File: config.mk
export PLATFORM = sky130hd
export DESIGN_NAME = dring_rxq
export DESIGN_NICKNAME = d
export VERILOG_FILES = /design/src/rtl/dring_pkg.sv /design/src/rtl/dring_regs.sv /design/src/rtl/dring_ptr.sv /design/src/rtl/dring_level.sv /design/src/rtl/dring_rxq.sv
export SDC_FILE = /design/constraint.sdc
export NUM_CORES = 1
export LEC_CHECK = 0
export BUFFER_PORTS_ARGS = -buffer_cell sky130_fd_sc_hd__buf_2
export CORE_MARGIN = 8
export CORE_UTILIZATION = 40
export CTS_BUF_LIST = sky130_fd_sc_hd__clkbuf_4 sky130_fd_sc_hd__clkbuf_8 sky130_fd_sc_hd__clkbuf_16
export CTS_CLUSTER_DIAMETER = 30
export CTS_CLUSTER_SIZE = 16
export DETAILED_ROUTE_END_ITERATION = 8
export SLEW_MARGIN = 20
export SYNTH_ARGS = -nofsm -noshare
export SYNTH_HDL_FRONTEND = slang
export SYNTH_HIERARCHICAL = 1
export SYNTH_SLANG_ARGS = --single-unit
export TNS_END_PERCENT = 1
File: constraint.sdc
create_clock -name clk -period 13.85 [get_ports clk]
set_clock_uncertainty 0.05 [all_clocks]
set_input_delay 4.155 -clock clk [delete_from_list [all_inputs] [get_ports clk]]
set_output_delay 4.155 -clock clk [all_outputs]
set_load 0.01 [all_outputs]
File: src/rtl/dring_pkg.sv
package dring_pkg;
  localparam int unsigned WORD_W      = 32;
  localparam int unsigned DESC_SHIFT  = 4;   // 16-byte descriptors
  localparam int unsigned FIELD_W     = 16;  // index/avail/threshold field span
  localparam int unsigned CTL_IRQ_EN  = 0;
  localparam int unsigned CTL_THR_EN  = 1;
  localparam int unsigned CTL_SRST    = 2;
  localparam int unsigned CTL_THR_LSB = 16;
  localparam int unsigned ST_EMPTY    = 30;
  localparam int unsigned ST_FULL     = 31;

  typedef enum logic [2:0] {
    SEL_CTRL  = 3'd0,
    SEL_BASE  = 3'd1,
    SEL_COUNT = 3'd2,
    SEL_CUR   = 3'd3,
    SEL_FIN   = 3'd4,
    SEL_PTRS  = 3'd5,
    SEL_STAT  = 3'd6,
    SEL_NONE  = 3'd7
  } reg_sel_e;
endpackage

File: src/rtl/dring_regs.sv
module dring_regs
  import dring_pkg::*;
#(
  parameter int unsigned AW    = 32,
  parameter int unsigned CNT_W = 16,
  parameter int unsigned THR_W = 16
) (
  input  logic              clk,
  input  logic              rst,
  input  logic              wr_en,
  input  reg_sel_e          sel,
  input  logic [WORD_W-1:0] wdata,
  output logic              irq_en,
  output logic              thr_en,
  output logic              soft_rst,
  output logic [THR_W-1:0]  thr,
  output logic [AW-1:0]     base,
  output logic [CNT_W-1:0]  count
);
  logic [THR_W-1:0] thr_in;
  assign thr_in = wdata[CTL_THR_LSB +: THR_W];

  // Control bits between the soft reset and the threshold, plus the
  // count bits above the entry-count width, are not stored.
  logic unused_wbits;
  assign unused_wbits = ^{wdata[CTL_THR_LSB-1:CTL_SRST+1], wdata[WORD_W-1:CNT_W]};

  always_ff @(posedge clk) begin
    if (rst) begin
      irq_en   <= 1'b0;
      thr_en   <= 1'b0;
      soft_rst <= 1'b0;
      thr      <= '0;
      base     <= '0;
      count    <= '0;
    end else if (wr_en) begin
      case (sel)
        SEL_CTRL: begin
          irq_en   <= wdata[CTL_IRQ_EN];
          thr_en   <= wdata[CTL_THR_EN] && (thr_in != '0);
          soft_rst <= wdata[CTL_SRST];
          thr      <= thr_in;
        end
        SEL_BASE:  base  <= wdata[AW-1:0];
        SEL_COUNT: count <= wdata[CNT_W-1:0];
        default: ;
      endcase
    end
  end
endmodule

File: src/rtl/dring_ptr.sv
module dring_ptr #(
  parameter int unsigned IDX_W = 15,
  parameter int unsigned CNT_W = IDX_W + 1
) (
  input  logic             clk,
  input  logic             rst,
  input  logic             clr,
  input  logic             adv,
  input  logic [CNT_W-1:0] count,
  output logic [IDX_W-1:0] idx,
  output logic             wrap
);
  logic at_last;
  assign at_last = (CNT_W'(idx) == (count - CNT_W'(1)));

  always_ff @(posedge clk) begin
    if (rst || clr) begin
      idx  <= '0;
      wrap <= 1'b0;
    end else if (adv) begin
      if (at_last) begin
        idx  <= '0;
        wrap <= ~wrap;
      end else begin
        idx  <= idx + IDX_W'(1);
      end
    end
  end
endmodule

File: src/rtl/dring_level.sv
module dring_level #(
  parameter int unsigned IDX_W = 15,
  parameter int unsigned CNT_W = IDX_W + 1,
  parameter int unsigned THR_W = 16
) (
  input  logic             clk,
  input  logic             rst,
  input  logic [IDX_W-1:0] wr_idx,
  input  logic             wr_wrap,
  input  logic [IDX_W-1:0] rd_idx,
  input  logic             rd_wrap,
  input  logic [CNT_W-1:0] count,
  input  logic             irq_en,
  input  logic             thr_en,
  input  logic [THR_W-1:0] thr,
  input  logic             soft_rst,
  output logic             empty,
  output logic             full,
  output logic [CNT_W-1:0] avail,
  output logic             irq
);
  logic same_idx, same_lap, want_irq;

  assign same_idx = (wr_idx == rd_idx);
  assign same_lap = (wr_wrap == rd_wrap);
  assign empty    = same_idx && same_lap;
  assign full     = same_idx && !same_lap;

  always_comb begin
    if (same_lap) avail = CNT_W'(wr_idx) - CNT_W'(rd_idx);
    else          avail = count - CNT_W'(rd_idx) + CNT_W'(wr_idx);
  end

  always_comb begin
    if (thr_en) want_irq = (32'(avail) >= 32'(thr));
    else        want_irq = !empty;
  end

  always_ff @(posedge clk) begin
    if (rst) irq <= 1'b0;
    else     irq <= irq_en && !soft_rst && want_irq;
  end
endmodule

File: src/rtl/dring_rxq.sv
module dring_rxq
  import dring_pkg::*;
#(
  parameter int unsigned AW    = 32,
  parameter int unsigned IDX_W = 15
) (
  input  logic              clk,
  input  logic              rst,
  input  logic              push,
  output logic              q_full,
  output logic [AW-1:0]     prod_addr,
  input  logic              reg_wr,
  input  logic              reg_rd,
  input  logic [2:0]        reg_sel,
  input  logic [WORD_W-1:0] reg_wdata,
  output logic [WORD_W-1:0] reg_rdata,
  output logic              irq
);
  localparam int unsigned CNT_W = IDX_W + 1;
  localparam int unsigned THR_W = FIELD_W;
  localparam int unsigned NPTR  = 2;  // 0: write side, 1: read side

  reg_sel_e         sel;
  logic             irq_en, thr_en, soft_rst;
  logic [THR_W-1:0] thr;
  logic [AW-1:0]    base, cur_ptr;
  logic [CNT_W-1:0] count, avail;
  logic             q_empty, q_full_i;
  logic             push_go, fin_hit, fin_go;
  logic [IDX_W-1:0] idx_q [NPTR];
  logic             wrap_q [NPTR];
  logic             adv [NPTR];
  logic [IDX_W-1:0] wr_idx, rd_idx;
  logic             wr_wrap, rd_wrap;

  assign sel = reg_sel_e'(reg_sel);

  dring_regs #(.AW(AW), .CNT_W(CNT_W), .THR_W(THR_W)) u_regs (
    .clk(clk), .rst(rst), .wr_en(reg_wr), .sel(sel), .wdata(reg_wdata),
    .irq_en(irq_en), .thr_en(thr_en), .soft_rst(soft_rst), .thr(thr),
    .base(base), .count(count)
  );

  assign push_go = push && !q_full_i && !soft_rst && (count != '0);
  assign fin_hit = reg_wr && (sel == SEL_FIN) && (reg_wdata[AW-1:0] == cur_ptr);
  assign fin_go  = fin_hit && !q_empty && !soft_rst;
  assign adv[0]  = push_go;
  assign adv[1]  = fin_go;

  for (genvar g = 0; g < NPTR; g++) begin : g_ptr
    dring_ptr #(.IDX_W(IDX_W), .CNT_W(CNT_W)) u_ptr (
      .clk(clk), .rst(rst), .clr(soft_rst), .adv(adv[g]), .count(count),
      .idx(idx_q[g]), .wrap(wrap_q[g])
    );
  end

  assign wr_idx  = idx_q[0];
  assign wr_wrap = wrap_q[0];
  assign rd_idx  = idx_q[1];
  assign rd_wrap = wrap_q[1];

  dring_level #(.IDX_W(IDX_W), .CNT_W(CNT_W), .THR_W(THR_W)) u_level (
    .clk(clk), .rst(rst), .wr_idx(wr_idx), .wr_wrap(wr_wrap),
    .rd_idx(rd_idx), .rd_wrap(rd_wrap), .count(count), .irq_en(irq_en),
    .thr_en(thr_en), .thr(thr), .soft_rst(soft_rst), .empty(q_empty),
    .full(q_full_i), .avail(avail), .irq(irq)
  );

  assign cur_ptr   = base + (AW'(rd_idx) << DESC_SHIFT);
  assign prod_addr = base + (AW'(wr_idx) << DESC_SHIFT);
  assign q_full    = q_full_i;

  always_ff @(posedge clk) begin
    if (rst) begin
      reg_rdata <= '0;
    end else if (reg_rd) begin
      case (sel)
        SEL_CTRL:  reg_rdata <= {thr, {(CTL_THR_LSB-CTL_SRST-1){1'b0}},
                                 soft_rst, thr_en, irq_en};
        SEL_BASE:  reg_rdata <= WORD_W'(base);
        SEL_COUNT: reg_rdata <= WORD_W'(count);
        SEL_CUR:   reg_rdata <= WORD_W'(cur_ptr);
        SEL_PTRS:  reg_rdata <= {rd_wrap, (FIELD_W-1)'(rd_idx),
                                 wr_wrap, (FIELD_W-1)'(wr_idx)};
        SEL_STAT:  reg_rdata <= {q_full_i, q_empty, (WORD_W-FIELD_W-2)'(0),
                                 FIELD_W'(avail)};
        default:   reg_rdata <= '0;
      endcase
    end
  end
endmodule

==> reports/summary.txt, run 1 <==
SETUP PATH
--------------------------------------------------------------------------------------------------------
Critical-path cell list                                                                     buf_2 -> buf_4 -> clkinv_1 -> or3_1 -> a221oi_2 -> nand3_1 -> nor3_1 -> nand4b_1 -> a2111oi_2 -> o2111a_1 -> nand4_1 -> nor4_2 -> inv_1 -> o31ai_4 -> nor2_1
Delay contributed by the slowest stage of the critical path                                      0.76 ns
Crit Path Max Fanout                                                                                  40
Kind of capture point of the worst setup path                                                   register
Slowest-stage cell, CP                                                                          clkinv_1
Register-to-Register Setup Slack                                                                 8.02 ns
Worst Path Arrival                                                                               9.05 ns
Startpoint kind of the worst setup timing path                                                input port
Endpoint required time on the critical path                                                     14.10 ns
Setup CP Type                                                                               input port to register

STA
--------------------------------------------------------------------------------------------------------
Setup repair after global routing missed its margin                                                false
Worst slew slack as a fraction of its limit                                                        26.6%
Final TNS setup                                                                                     0 ns
Pins Over Slew Limit                                                                                   0
Clock period minus final worst setup slack                                                       8.80 ns
Period utilisation layout                                                                          63.5%
Maximum frequency from static timing analysis                                                  0.114 GHz
Number of setup violations in the final report                                                         0
Final hold violation count                                                                             0
Tightest Pin Transition                                                                          1.10 ns

DRT
--------------------------------------------------------------------------------------------------------
DRC marker count from the first detailed-route iteration                                           1,286
DRT antenna net count                                                                                  0
DRC viols                                                                                              0
1st-pass router iterations                                                                             5
Per-cell via count in the routed design                                                             6.00
Routed vias                                                                                        12.9k
WL final                                                                                       50,000 um
Average wire per cell in the routed design                                                       23.2 um

SYNTH
--------------------------------------------------------------------------------------------------------
Most common cell in the netlist                                                                  nand2_1
Top post-synthesis cells by area                                                            dfxtp_1 21%, ha_1 8.0%, nand2_1 6.9%, xnor2_1 6.6%, a21oi_1 5.5%
Synthesized area                                                                            12,500 sq um
Number of register bits inferred by synthesis                                                        132
Count of flip-flops with a built-in enable after synthesis                                             0
Syn_area_per_cell                                                                             7.55 sq um
Leading register cell type out of synthesis                                                      dfxtp_1
Synth area leader                                                                                dfxtp_1
Async set-reset flop share out of synthesis                                                           0%
Portion of the post-synthesis area used by sequential elements                                     21.1%
Net count of the mapped netlist                                                                    1,800
Synth unique cells                                                                                    89
Commonest cells in the synthesized netlist                                                  232 x nand2_1, 137 x a21oi_1, 132 x dfxtp_1
Gate Count Post-Synth                                                                              1,662
Number of warnings reported in the yosys synthesis log                                                 6
Fraction of synthesized cell area taken by the top area cell type                                  21.1%

LAYOUT
--------------------------------------------------------------------------------------------------------
Area of all sequential standard cells                                                         2640 sq um
Share of cells above drive strength 1                                                              14.2%
Final instance count without filler cells                                                          2,157
Post-layout nets                                                                                   1,880
Post-layout instance area                                                                   14,200 sq um
Total area of multi-input combinational cells                                                 9110 sq um
Area Growth Syn to Fin                                                                             12.9%
Antenna diodes                                                                                         0
Number of fill cells                                                                               3,218

GRT
--------------------------------------------------------------------------------------------------------
Maximum number of pins on one net before global-route repair                                          61
Global-route wire length before repair                                                         75,000 um
GRT Total Usage                                                                                    26.7%
Overflow left after global routing                                                                     0
Number of antenna violations at the first check in global routing                                      0
Via count of the first global-routing pass                                                         12.3k

CLOCKING
--------------------------------------------------------------------------------------------------------
Clock tree from TritonCTS                                                                          built
Later-pin clock latency in the skew report                                                       0.45 ns
Clock sink total                                                                                     132
Post-CTS clock slew at the launch and capture registers of the worst setup and hold paths        0.06 ns
Number of buffers on the longest clock path                                                            2
Hold_buf cts                                                                                           0
Number of buffers added by the clock tree synthesis step                                              17
Maximum level of the CTS H-tree                                                                        4
Post CTS Setup Buffer Count                                                                            0
Number of gates resized after CTS                                                                      0
Buffer cell driving the clock tree root                                                        clkbuf_16

PLACEMENT
--------------------------------------------------------------------------------------------------------
Estimated wirelength of the detail-placed design                                               37,100 um
Placed cell area                                                                            13,500 sq um
Number of buffers inserted by port buffering                                                         105
Post-placement cell count                                                                          2,125
Global placement routability congestion                                                            0.952

POWER AND IR DROP
--------------------------------------------------------------------------------------------------------
Power per cell area                                                                         78.6 nW/um^2
Leakage component of the power                                                                   5.93 nW
Worst voltage drop across the vdd grid                                                       0.0000764 V
Overall power of the completed layout                                                          0.00111 W

DIE
--------------------------------------------------------------------------------------------------------
Die outline width                                                                                 193 um
Top-level I/O count                                                                                  106
Total die area                                                                              37,300 sq um
Starting density of the core                                                                       40.2%
Row cnt                                                                                               65
Area of the core region                                                                     31,200 sq um
Vertical extent of the die                                                                        193 um

MIN PATH
--------------------------------------------------------------------------------------------------------
Min-Delay Path Class                                                                        register to register

RUN STATUS
--------------------------------------------------------------------------------------------------------
Status                                                                                         completed

RUN
--------------------------------------------------------------------------------------------------------
Max-cap viol count                                                                                     0

[metrics by stage]
stage / setup slack (ns) / utilization, % / hold slack (ns)
after CTS: 5.27 / 45.3 / 0.417
after global routing: 4.73 / 45.3 / 0.429
after global placement: 4.88 / 43.3 / 0.408
after detailed placement: 4.80 / 43.3 / 0.408
final: 5.05 / 45.3 / 0.417
after floorplan: 6.33 / - / 0.385
[report_power, final]
group / switching (W) / internal [W]
registers: 0.0000124 / 0.000387
clock network: 0.000194 / 0.000326
logic: 0.000121 / 0.0000732
total: 0.000326 / 0.000787
[worst max-delay path, delay by kind of cell]
family	cells	cell delay, ns
AO/OA/AOI/OAI	4	1.51
buffers and inverters	4	1.48
AND/OR/NAND/NOR	7	1.87
[per-layer routing]
metal | routed length (um) | vias to the layer above | GRT usage (%)
met1 | 20600 | 6147 | 33.9
met3 | 4200 | 134 | 4.82
met4 | 2330 | 0 | 13.4
met5 | 0 | - | 0
li1 | - | 6040 | -
met2 | 22900 | 619 | 42.9
[cell type report]
type / count / area share, %
Multi-Input combinational cell: 1332 / 64.4
Sequential cell: 132 / 18.7
Timing Repair Buffer: 144 / 5.80
Tap cell: 402 / 3.55
Clock buffer: 19 / 3.15
Inverter: 115 / 3.05
Clock inverter: 13 / 1.44
[registers in the layout, indices dropped and copies added, names as in the netlist]
signal and flops:
u_regs/irq_en 1, u_regs/thr 16, u_regs/thr_en 1, u_regs/base 32, g_ptr.u_ptr/idx 30, u_regs/soft_rst 1, u_level/irq 1, g_ptr.u_ptr/wrap 2
reg_rdata 32, u_regs/count 16
[cells by family after synthesis]
family,synth area share [%]
xor+xnor,11.6
flops,21.1
mux,3.58
buf+inv,6.41
fa+ha+maj,10.8
compound gates,21.5
simple gates,25.0
[cells in the final DEF, fill, tap and decap left out, types with 14 or more instances in the layout]
cell type  count
a21o_1        27
o21ai_1       19
a31oi_1       14
nor2_1       126
ha_1          80
dfxtp_1      132
o21ai_0       44
mux2i_1       37
buf_4         40
nor2_2        23
nor3_1        34
and3_1        18
or3_1         14
a21oi_1      137
a221oi_1      28
o22ai_1       16
buf_2        104
nand4_1       19
nand2b_1      16
nand3_1       34
a211oi_1      20
fa_1          18
xor2_1        69
inv_1        114
nor4_1        19
nor2b_1       18
xnor2_1       94
nand2_1      232
clkbuf_16     17
[final timing paths]
check / from / to / depth (start not counted)
max: reg_sel[2] / g_ptr[1].u_ptr/idx[9]$_SDFFE_PP0P_ / 15
min reg2reg: reg_rdata[1]$_SDFFE_PP0P_ / reg_rdata[1]$_SDFFE_PP0P_ / 2
min: reg_rdata[1]$_SDFFE_PP0P_ / reg_rdata[1]$_SDFFE_PP0P_ / 2
max reg2reg: g_ptr[1].u_ptr/idx[3]$_SDFFE_PP0P_ / g_ptr[1].u_ptr/idx[9]$_SDFFE_PP0P_ / 14
Power figures use the tool's default switching activity.
==> inputs of run 2 (changes only) <==
Settings changed: ABC_AREA set to 1.
Clock period 13.85 ns to 7.34 ns, I/O delays scaled along.
==> run 2 against run 1 <==
Global-route usage increased by 0.64 points; critical endpoint is now prod_addr[26]; die area increased by 10%; synthesized cell count increased by 42%; routed wire length increased by 15%; largest power group unchanged.
==> reports/summary.txt, run 2 <==
LAYOUT
--------------------------------------------------------------------------------------------------------
Post-layout nets                                                                                   2,601   +38%
Total area of multi-input combinational cells                                                 9580 sq um   +5.1%
Final instance count without filler cells                                                          2,932   +36%
Post-layout instance area                                                                   15,600 sq um   +10%
Area of all sequential standard cells                                                         2640 sq um   unchanged
Area Growth Syn to Fin                                                                             11.5%
Number of fill cells                                                                               3,769   +17%
Most common library cell in the layout ignoring fill and taps                                    nand2_1
Top library cells by usage in the layout, fill and taps aside                               840 x nand2_1, 375 x inv_1, 164 x nand3_1
Share of cells above drive strength 1                                                              11.7%   -2.5 points
Registers with the most flip-flops                                                          reg_rdata (32), u_regs/base (32), g_ptr.u_ptr/idx (30)

RUN
--------------------------------------------------------------------------------------------------------
Max-cap viol count                                                                                     0   unchanged

STA
--------------------------------------------------------------------------------------------------------
Final hold violation count                                                                             0   unchanged
Number of setup violations in the final report                                                         0   unchanged
Tightest Pin Transition                                                                         0.970 ns   -0.126 ns
Setup repair after global routing missed its margin                                                false
Final hold slack                                                                                0.411 ns   -0.00628 ns
Final TNS setup                                                                                     0 ns   unchanged
Worst slew slack as a fraction of its limit                                                        35.3%   +8.7 points
Clock period minus final worst setup slack                                                       5.55 ns
Period utilisation layout                                                                          75.6%
Maximum frequency from static timing analysis                                                  0.180 GHz
Pins Over Slew Limit                                                                                   0   unchanged

DRT
--------------------------------------------------------------------------------------------------------
Average wire per cell in the routed design                                                       19.6 um   -16%
WL final                                                                                       57,400 um   +15%
DRT antenna net count                                                                                  0   unchanged
DRC viols                                                                                              0   unchanged
Length of routed met2 wiring                                                                   26,300 um   +15%
Per-cell via count in the routed design                                                             5.35   -11%
Met1 layer wirelength in the final routing                                                     24,100 um   +17%
Routed vias                                                                                        15.7k   +21%
1st-pass router iterations                                                                             8   +3
DR top layer                                                                                        met5
Routed length on met3                                                                            3960 um   -5.6%
DRC marker count from the first detailed-route iteration                                           1,325   +3.0%

PLACEMENT
--------------------------------------------------------------------------------------------------------
Global placement routability congestion                                                            0.969   +1.8%
Placed cell area                                                                            15,000 sq um   +11%
Estimated wirelength of the detail-placed design                                               45,600 um   +23%
Number of buffers inserted by port buffering                                                         105   unchanged
Post-placement cell count                                                                          2,899   +36%

CLOCKING
--------------------------------------------------------------------------------------------------------
Post CTS Setup Buffer Count                                                                            0   unchanged
Hold_buf cts                                                                                           0   unchanged
Clock tree from TritonCTS                                                                          built
Number of buffers on the longest clock path                                                            2   unchanged
Later-pin clock latency in the skew report                                                       0.44 ns   about the same
Post-CTS clock slew at the launch and capture registers of the worst setup and hold paths        0.06 ns   about the same
Maximum level of the CTS H-tree                                                                        4   unchanged
Buffer cell driving the clock tree root                                                        clkbuf_16
Number of gates resized after CTS                                                                      0   unchanged
Clock sink total                                                                                     132   unchanged
Number of buffers added by the clock tree synthesis step                                              17   unchanged

DIE
--------------------------------------------------------------------------------------------------------
Area of the core region                                                                     34,500 sq um   +10%
Row cnt                                                                                               68   +4.6%
Total die area                                                                              41,200 sq um   +10%
Vertical extent of the die                                                                        203 um   +5.1%
Starting density of the core                                                                       40.5%   +0.36 points
Top-level I/O count                                                                                  106   unchanged
Die outline width                                                                                 203 um   +5.1%

SETUP PATH
--------------------------------------------------------------------------------------------------------
Endpoint required time on the critical path                                                      5.09 ns   -9.01 ns
Slowest-stage cell, CP                                                                           dfxtp_1
Setup CP Type                                                                               register to output pin
Cell with the most instances on the worst path                                                   nand2_1
Worst Path Arrival                                                                               3.30 ns   -5.75 ns
Startpoint kind of the worst setup timing path                                                  register
Critical-path cell list                                                                     inv_1 -> fa_1 -> nand3b_1 -> nand2_1 -> a21oi_2 -> o21bai_1 -> a21oi_1 -> o21ai_2 -> nand2_1 -> o21ai_0 -> nand2_1 -> buf_2
Dominant delay contributor by cell family on the critical path                              compound AO/OA/AOI/OAI gates
Kind of capture point of the worst setup path                                                 output pin
Crit Path Max Fanout                                                                                  10   -75%
Delay contributed by the slowest stage of the critical path                                      0.61 ns   -0.15 ns
Total buffers and inverters traversed by the critical path                                             2   -2

POWER AND IR DROP
--------------------------------------------------------------------------------------------------------
Leakage component of the power                                                                   7.75 nW   +31%
Power per cell area                                                                          130 nW/um^2   +65%
Overall power of the completed layout                                                          0.00203 W   +82%
Worst voltage drop across the vdd grid                                                        0.000167 V   +120%

GRT
--------------------------------------------------------------------------------------------------------
Overflow left after global routing                                                                     0   unchanged
Number of antenna violations at the first check in global routing                                      3   +3
Global-route wire length before repair                                                         86,900 um   +16%
GRT Total Usage                                                                                    27.3%   +0.64 points
Via count of the first global-routing pass                                                         14.7k   +20%
Maximum number of pins on one net before global-route repair                                          53   -13%

SYNTH
--------------------------------------------------------------------------------------------------------
Number of warnings reported in the yosys synthesis log                                                 6   unchanged
Number of register bits inferred by synthesis                                                        132   unchanged
Count of flip-flops with a built-in enable after synthesis                                             0   unchanged
Async set-reset flop share out of synthesis                                                           0%   unchanged
Portion of the post-synthesis area used by sequential elements                                     18.9%   -2.1 points
Leading register cell type out of synthesis                                                      dfxtp_1
Synth unique cells                                                                                    54   -39%
Synth area leader                                                                                nand2_1
Synthesized area                                                                            14,000 sq um   +11%
Fraction of synthesized cell area taken by the top area cell type                                  22.6%   +1.5 points
Commonest cells in the synthesized netlist                                                  840 x nand2_1, 375 x inv_1, 164 x nand3_1
Net count of the mapped netlist                                                                    2,504   +39%
Gate Count Post-Synth                                                                              2,366   +42%
Most common cell in the netlist                                                                  nand2_1
Syn_area_per_cell                                                                             5.90 sq um   -22%
Top post-synthesis cells by area                                                            nand2_1 23%, dfxtp_1 19%, inv_1 10%, ha_1 7.2%, nand3_1 5.9%

MIN PATH
--------------------------------------------------------------------------------------------------------
Min-Delay Path Class                                                                        register to register

RUN STATUS
--------------------------------------------------------------------------------------------------------
Status                                                                                         completed

## run 2: changes by cell type in the layout (fill, tap and decap cells not counted), sizes merged, moves of 26 or more
cell,previous run,this run
nand2,232,865
inv,116,391
nand3,34,178
xnor2,94,26
nor2,149,210
mux2i,37,0
a21o,28,2
## run 2: worst paths after layout
kind | startpoint | to | slack [ns] | cells past startpoint
setup / recovery | g_ptr[0].u_ptr/idx[1]$_SDFFE_PP0P_ | prod_addr[26] | 1.79 | 12
hold reg to reg | reg_rdata[1]$_SDFFE_PP0P_ | reg_rdata[1]$_SDFFE_PP0P_ | 0.41 | 2
setup reg to reg | g_ptr[0].u_ptr/idx[5]$_SDFFE_PP0P_ | g_ptr[1].u_ptr/idx[4]$_SDFFE_PP0P_ | 2.65 | 24
hold / removal | reg_rdata[1]$_SDFFE_PP0P_ | reg_rdata[1]$_SDFFE_PP0P_ | 0.41 | 2
## run 2: layout make-up
type                            instances  share of cell area [%]
Clock inverter                         14                    1.13
Inverter                              389                    9.37
Clock buffer                           18                    2.82
Antenna cell                            1                  0.0161
Tap cell                              455                    3.65
Multi-Input combinational cell       1793                    61.5
Timing Repair Buffer                  130                    4.59
Sequential cell                       132                    17.0
## run 2: where the power goes
group	leakage [nW]	internal, W	switching (W)
Sequential	1.07	0.000726	0.0000213
Combinational	6.39	0.000115	0.000244
Clock	0.291	0.000547	0.000372
## run 2: worst reg2reg max path: stages, from the launching register on
cell,delay [ns]
dfxtp_1,0.75
ha_1,0.43
nand2_2,0.14
nor2_2,0.05
nand2_1,0.10
nor2_2,0.08
inv_1,0.07
nor2_1,0.09
nor3_1,0.20
nand2_1,0.07
nor2_1,0.19
nand3_1,0.10
nor2_1,0.15
nand3_1,0.09
nor2_1,0.10
nand3_1,0.08
nor2_1,0.09
nand3_1,0.07
nor2_1,0.55
inv_1,0.32
nor3_1,0.44
a21oi_1,0.12
a21oi_1,0.15
nand3_1,0.09
inv_1,0.07
## run 2: kinds of logic after synthesis
| family | after synthesis | share of synthesized area (%) |
|---|---|---|
| flops | 132 | 18.9 |
| compound gates | 262 | 10.8 |
| fa+ha+maj | 98 | 9.74 |
| xor+xnor | 80 | 5.02 |
| buf+inv | 441 | 12.6 |
| simple gates | 1353 | 42.9 |
## run 2: metal layers
layer,up-vias,global-route usage (%)
met5,-,0
met4,4,13.7
met3,165,4.43
met2,655,45.3
met1,7207,33.9
li1,7666,-
## run 2: per-stage QoR
stage          util (%)  setup slack (ns)
2_1_floorplan         -              2.80
3_3_place_gp       43.4              2.04
3_5_place_dp       43.4              1.98
4_1_cts            45.2              1.78
5_1_grt            45.2              1.43
6_report           45.2              1.79
==> inputs of run 3 (changes only) <==
Clock period 7.34 ns to 4.6 ns, I/O delays scaled along.
==> run 3 against run 2 <==
Sequential share of layout area is 0.18 points lower; cell count is 0.89% higher; setup slack worse by 1.7 ns; global-route usage is 1.1 points higher; worst hold slack better by 0.0025 ns; sequential cell count stayed put; first-iteration DRC count is 16% higher; combinational power is 70% higher; routed wire length is 4.8% higher; non-clock buffer count is 27 higher; total power is 58% higher; clock power is 53% higher; largest power group unchanged; highest routed layer unchanged.
==> reports/summary.txt, run 3 (same netlist as run 2, synthesis figures left out) <==
RUN STATUS
--------------------------------------------------------------------------------------------------------
Status                                                                                         completed

SETUP PATH
--------------------------------------------------------------------------------------------------------
Endpoint of the most critical setup path                                                    prod_addr[20]
Total buffers and inverters traversed by the critical path                                             3   +1
Endpoint required time on the critical path                                                      3.17 ns   -1.92 ns
Worst setup path startpoint                                                                 u_regs/base[4]$_SDFFE_PP0P_
Worst reg2reg path depth                                                                              24   unchanged
Kind of capture point of the worst setup path                                                 output pin
Slowest-stage cell, CP                                                                              fa_1
Setup CP Type                                                                               register to output pin
Register-to-Register Setup Slack                                                                 0.37 ns   -2.28 ns
Critical-path cell list                                                                     ha_1 -> inv_1 -> fa_1 -> nand3b_1 -> nand2_1 -> a21oi_2 -> o21bai_2 -> a21oi_1 -> o21ai_2 -> buf_4 -> xor2_1 -> buf_2
Delay contributed by the slowest stage of the critical path                                      0.41 ns   -0.20 ns
Dominant delay contributor by cell family on the critical path                              compound AO/OA/AOI/OAI gates
R2r startpoint                                                                              g_ptr[0].u_ptr/idx[9]$_SDFFE_PP0P_
Number of gates on the worst path with buffers counted                                                12   unchanged
Reg-to-reg critical path endpoint                                                           g_ptr[1].u_ptr/idx[4]$_SDFFE_PP0P_
Worst Path Arrival                                                                               3.04 ns   -0.26 ns
Startpoint kind of the worst setup timing path                                                  register
Crit Path Max Fanout                                                                                   5   -5

STA
--------------------------------------------------------------------------------------------------------
Period utilisation layout                                                                          97.2%
Maximum frequency from static timing analysis                                                  0.224 GHz
Final setup slack of the worst path                                                             0.129 ns   -1.66 ns
Final TNS setup                                                                                     0 ns   unchanged
Clock period minus final worst setup slack                                                       4.47 ns
Final hold violation count                                                                             0   unchanged
Number of setup violations in the final report                                                         0   unchanged
Worst slew slack as a fraction of its limit                                                        35.6%   +0.31 points
Pins Over Slew Limit                                                                                   0   unchanged
Final hold slack                                                                                0.414 ns   +0.00251 ns
Tightest Pin Transition                                                                         0.954 ns   -0.0162 ns

DIE
--------------------------------------------------------------------------------------------------------
Top-level I/O count                                                                                  106   unchanged
Vertical extent of the die                                                                        203 um   unchanged
Total die area                                                                              41,200 sq um   unchanged
Row cnt                                                                                               68   unchanged
Die outline width                                                                                 203 um   unchanged
Starting density of the core                                                                       40.5%   unchanged
Area of the core region                                                                     34,500 sq um   unchanged

LAYOUT
--------------------------------------------------------------------------------------------------------
Most common library cell in the layout ignoring fill and taps                                    nand2_1
Area Growth Syn to Fin                                                                             12.8%
Post-layout nets                                                                                   2,628   +1.0%
Registers with the most flip-flops                                                          reg_rdata (32), u_regs/base (32), g_ptr.u_ptr/idx (30)
Antenna diodes                                                                                         0   -1
Utilization after layout                                                                           45.7%   +0.52 points
Top library cells by usage in the layout, fill and taps aside                               839 x nand2_1, 375 x inv_1, 164 x nand3_1
Post-layout instance area                                                                   15,800 sq um   +1.1%
Share of cells above drive strength 1                                                              12.7%   +1.1 points

POWER AND IR DROP
--------------------------------------------------------------------------------------------------------
Seq pwr share                                                                                      36.9%   about the same
Switching power as a share of total power                                                          33.8%   +2.3 points
Relative contribution of combinational cells to total power                                        19.0%   +1.3 points
Worst voltage drop across the vdd grid                                                        0.000281 V   +68%
Power Internal                                                                                 0.00212 W   +53%
Leakage component of the power                                                                   7.90 nW   +1.9%
Clock group share of total power                                                                   44.0%   -1.4 points
Power per cell area                                                                          203 nW/um^2   +56%
Net load switching power                                                                       0.00108 W   +69%

DRT
--------------------------------------------------------------------------------------------------------
DRC marker count from the first detailed-route iteration                                           1,532   +16%
Per-cell via count in the routed design                                                             5.39   +0.62%
1st-pass router iterations                                                                             7   -1
DRC viols                                                                                              0   unchanged
DRT antenna net count                                                                                  0   unchanged
Routed vias                                                                                        15.9k   +1.5%
Average wire per cell in the routed design                                                       20.3 um   +3.9%
WL final                                                                                       60,200 um   +4.8%

GRT
--------------------------------------------------------------------------------------------------------
Via count of the first global-routing pass                                                         15.1k   +2.1%
GRT Total Usage                                                                                    28.5%   +1.1 points
Maximum number of pins on one net before global-route repair                                          57   +7.5%
Overflow left after global routing                                                                     0   unchanged
Global-route wire length before repair                                                         89,800 um   +3.3%
Number of antenna violations at the first check in global routing                                      2   -1

RUN
--------------------------------------------------------------------------------------------------------
Max-cap viol count                                                                                     0   unchanged

PLACEMENT
--------------------------------------------------------------------------------------------------------
Global placement routability congestion                                                            0.980   +1.2%
Placed cell area                                                                            15,200 sq um   +1.3%
Worst slack, placed                                                                             0.443 ns   -1.53 ns
Estimated wirelength of the detail-placed design                                               47,800 um   +4.7%
Number of buffers inserted by port buffering                                                         105   unchanged

CLOCKING
--------------------------------------------------------------------------------------------------------
Later-pin clock latency in the skew report                                                       0.45 ns   about the same
Buffer cell driving the clock tree root                                                        clkbuf_16
Number of buffers on the longest clock path                                                            2   unchanged
Maximum level of the CTS H-tree                                                                        4   unchanged
Clock sink total                                                                                     132   unchanged
Number of buffers added by the clock tree synthesis step                                              17   unchanged
Post-CTS clock slew at the launch and capture registers of the worst setup and hold paths        0.07 ns   about the same
Clock tree from TritonCTS                                                                          built
Hold_buf cts                                                                                           0   unchanged

MIN PATH
--------------------------------------------------------------------------------------------------------
Hold wc startpoint                                                                          reg_rdata[14]$_SDFFE_PP0P_
Min-Delay Path Class                                                                        register to register

[run 3: cell types whose count changed in the layout (fill, tap and decap cells not counted), moves of 2 or more]
cell / previous run / this run
clkinvlp_4: 4 / 1
bufinv_16: 3 / 1
buf_4: 26 / 53
inv_6: 2 / 6
clkinv_4: 2 / 0
inv_8: 1 / 4
[run 3: power groups by stage]
stage,clock [W],sequential (W),combinational (W)
CTS,0.00142,0.00118,0.000598
detailed placement,0,0.00121,0.000596
floorplan,0,0.00120,0.000403
finish,0.00141,0.00118,0.000609
global placement,0,0.00121,0.000587
global route,0.00147,0.00118,0.000675
[run 3: worst reg2reg max path: stages (launching register included)]
cell     delay (ns)
dfxtp_1        0.70
ha_1           0.40
nand2_1        0.13
nor2_2         0.06
nand2_1        0.13
nor2_2         0.07
inv_1          0.08
nor2_1         0.08
nor3_1         0.16
nand2_1        0.07
nor2_1         0.17
nand3_1        0.10
nor2_1         0.09
nand3_1        0.09
nor2_1         0.12
nand3_1        0.10
nor2_1         0.10
nand3_1        0.08
nor2_1         0.29
inv_1          0.23
nor3_1         0.46
a21oi_1        0.12
a21oi_1        0.14
nand3_1        0.10
inv_1          0.07
[run 3: how the worst min path moves through the flow]
stage	to	slack, ns	cells past startpoint
floorplan	u_regs/base[19]$_SDFFE_PP0P_	0.39	2
global placement	reg_rdata[11]$_SDFFE_PP0P_	0.40	2
detailed placement	reg_rdata[12]$_SDFFE_PP0P_	0.40	2
CTS	reg_rdata[12]$_SDFFE_PP0P_	0.42	2
global route	reg_rdata[23]$_SDFFE_PP0P_	0.44	2
finish	reg_rdata[14]$_SDFFE_PP0P_	0.41	2
[run 3: metrics by stage]
step                      cells  power (W)
after global routing       2958    0.00332
final                      2958    0.00320
after global placement     2925    0.00179
after CTS                  2958    0.00320
after detailed placement   2925    0.00180
after floorplan            2366    0.00161
[run 3: layout make-up]
class | instances | area, sq um
fill | 3792 | 18700
multi-input combinational | 1793 | 9580
sequential | 132 | 2640
inverter | 389 | 1460
timing repair buffer | 157 | 918
tap | 455 | 569
clock buffer | 17 | 425
clock inverter | 15 | 161
[run 3: what timing repair did]
action                                  4_1_cts  5_1_grt
buffers inserted                              1        0
gates cloned                                  0        0
pin swaps                                     1        1
endpoints found under the setup margin        1        2
endpoints found under the hold margin         0        0
resized for setup                             1        3
[run 3: layer usage]
layer | routed length [um] | vias to the layer above | global-route usage, %
met5 | 22 | - | 0
met4 | 3030 | 4 | 14.0
met3 | 4940 | 136 | 5.66
met1 | 25000 | 7403 | 35.0
li1 | - | 7717 | -
met2 | 27200 | 675 | 46.9
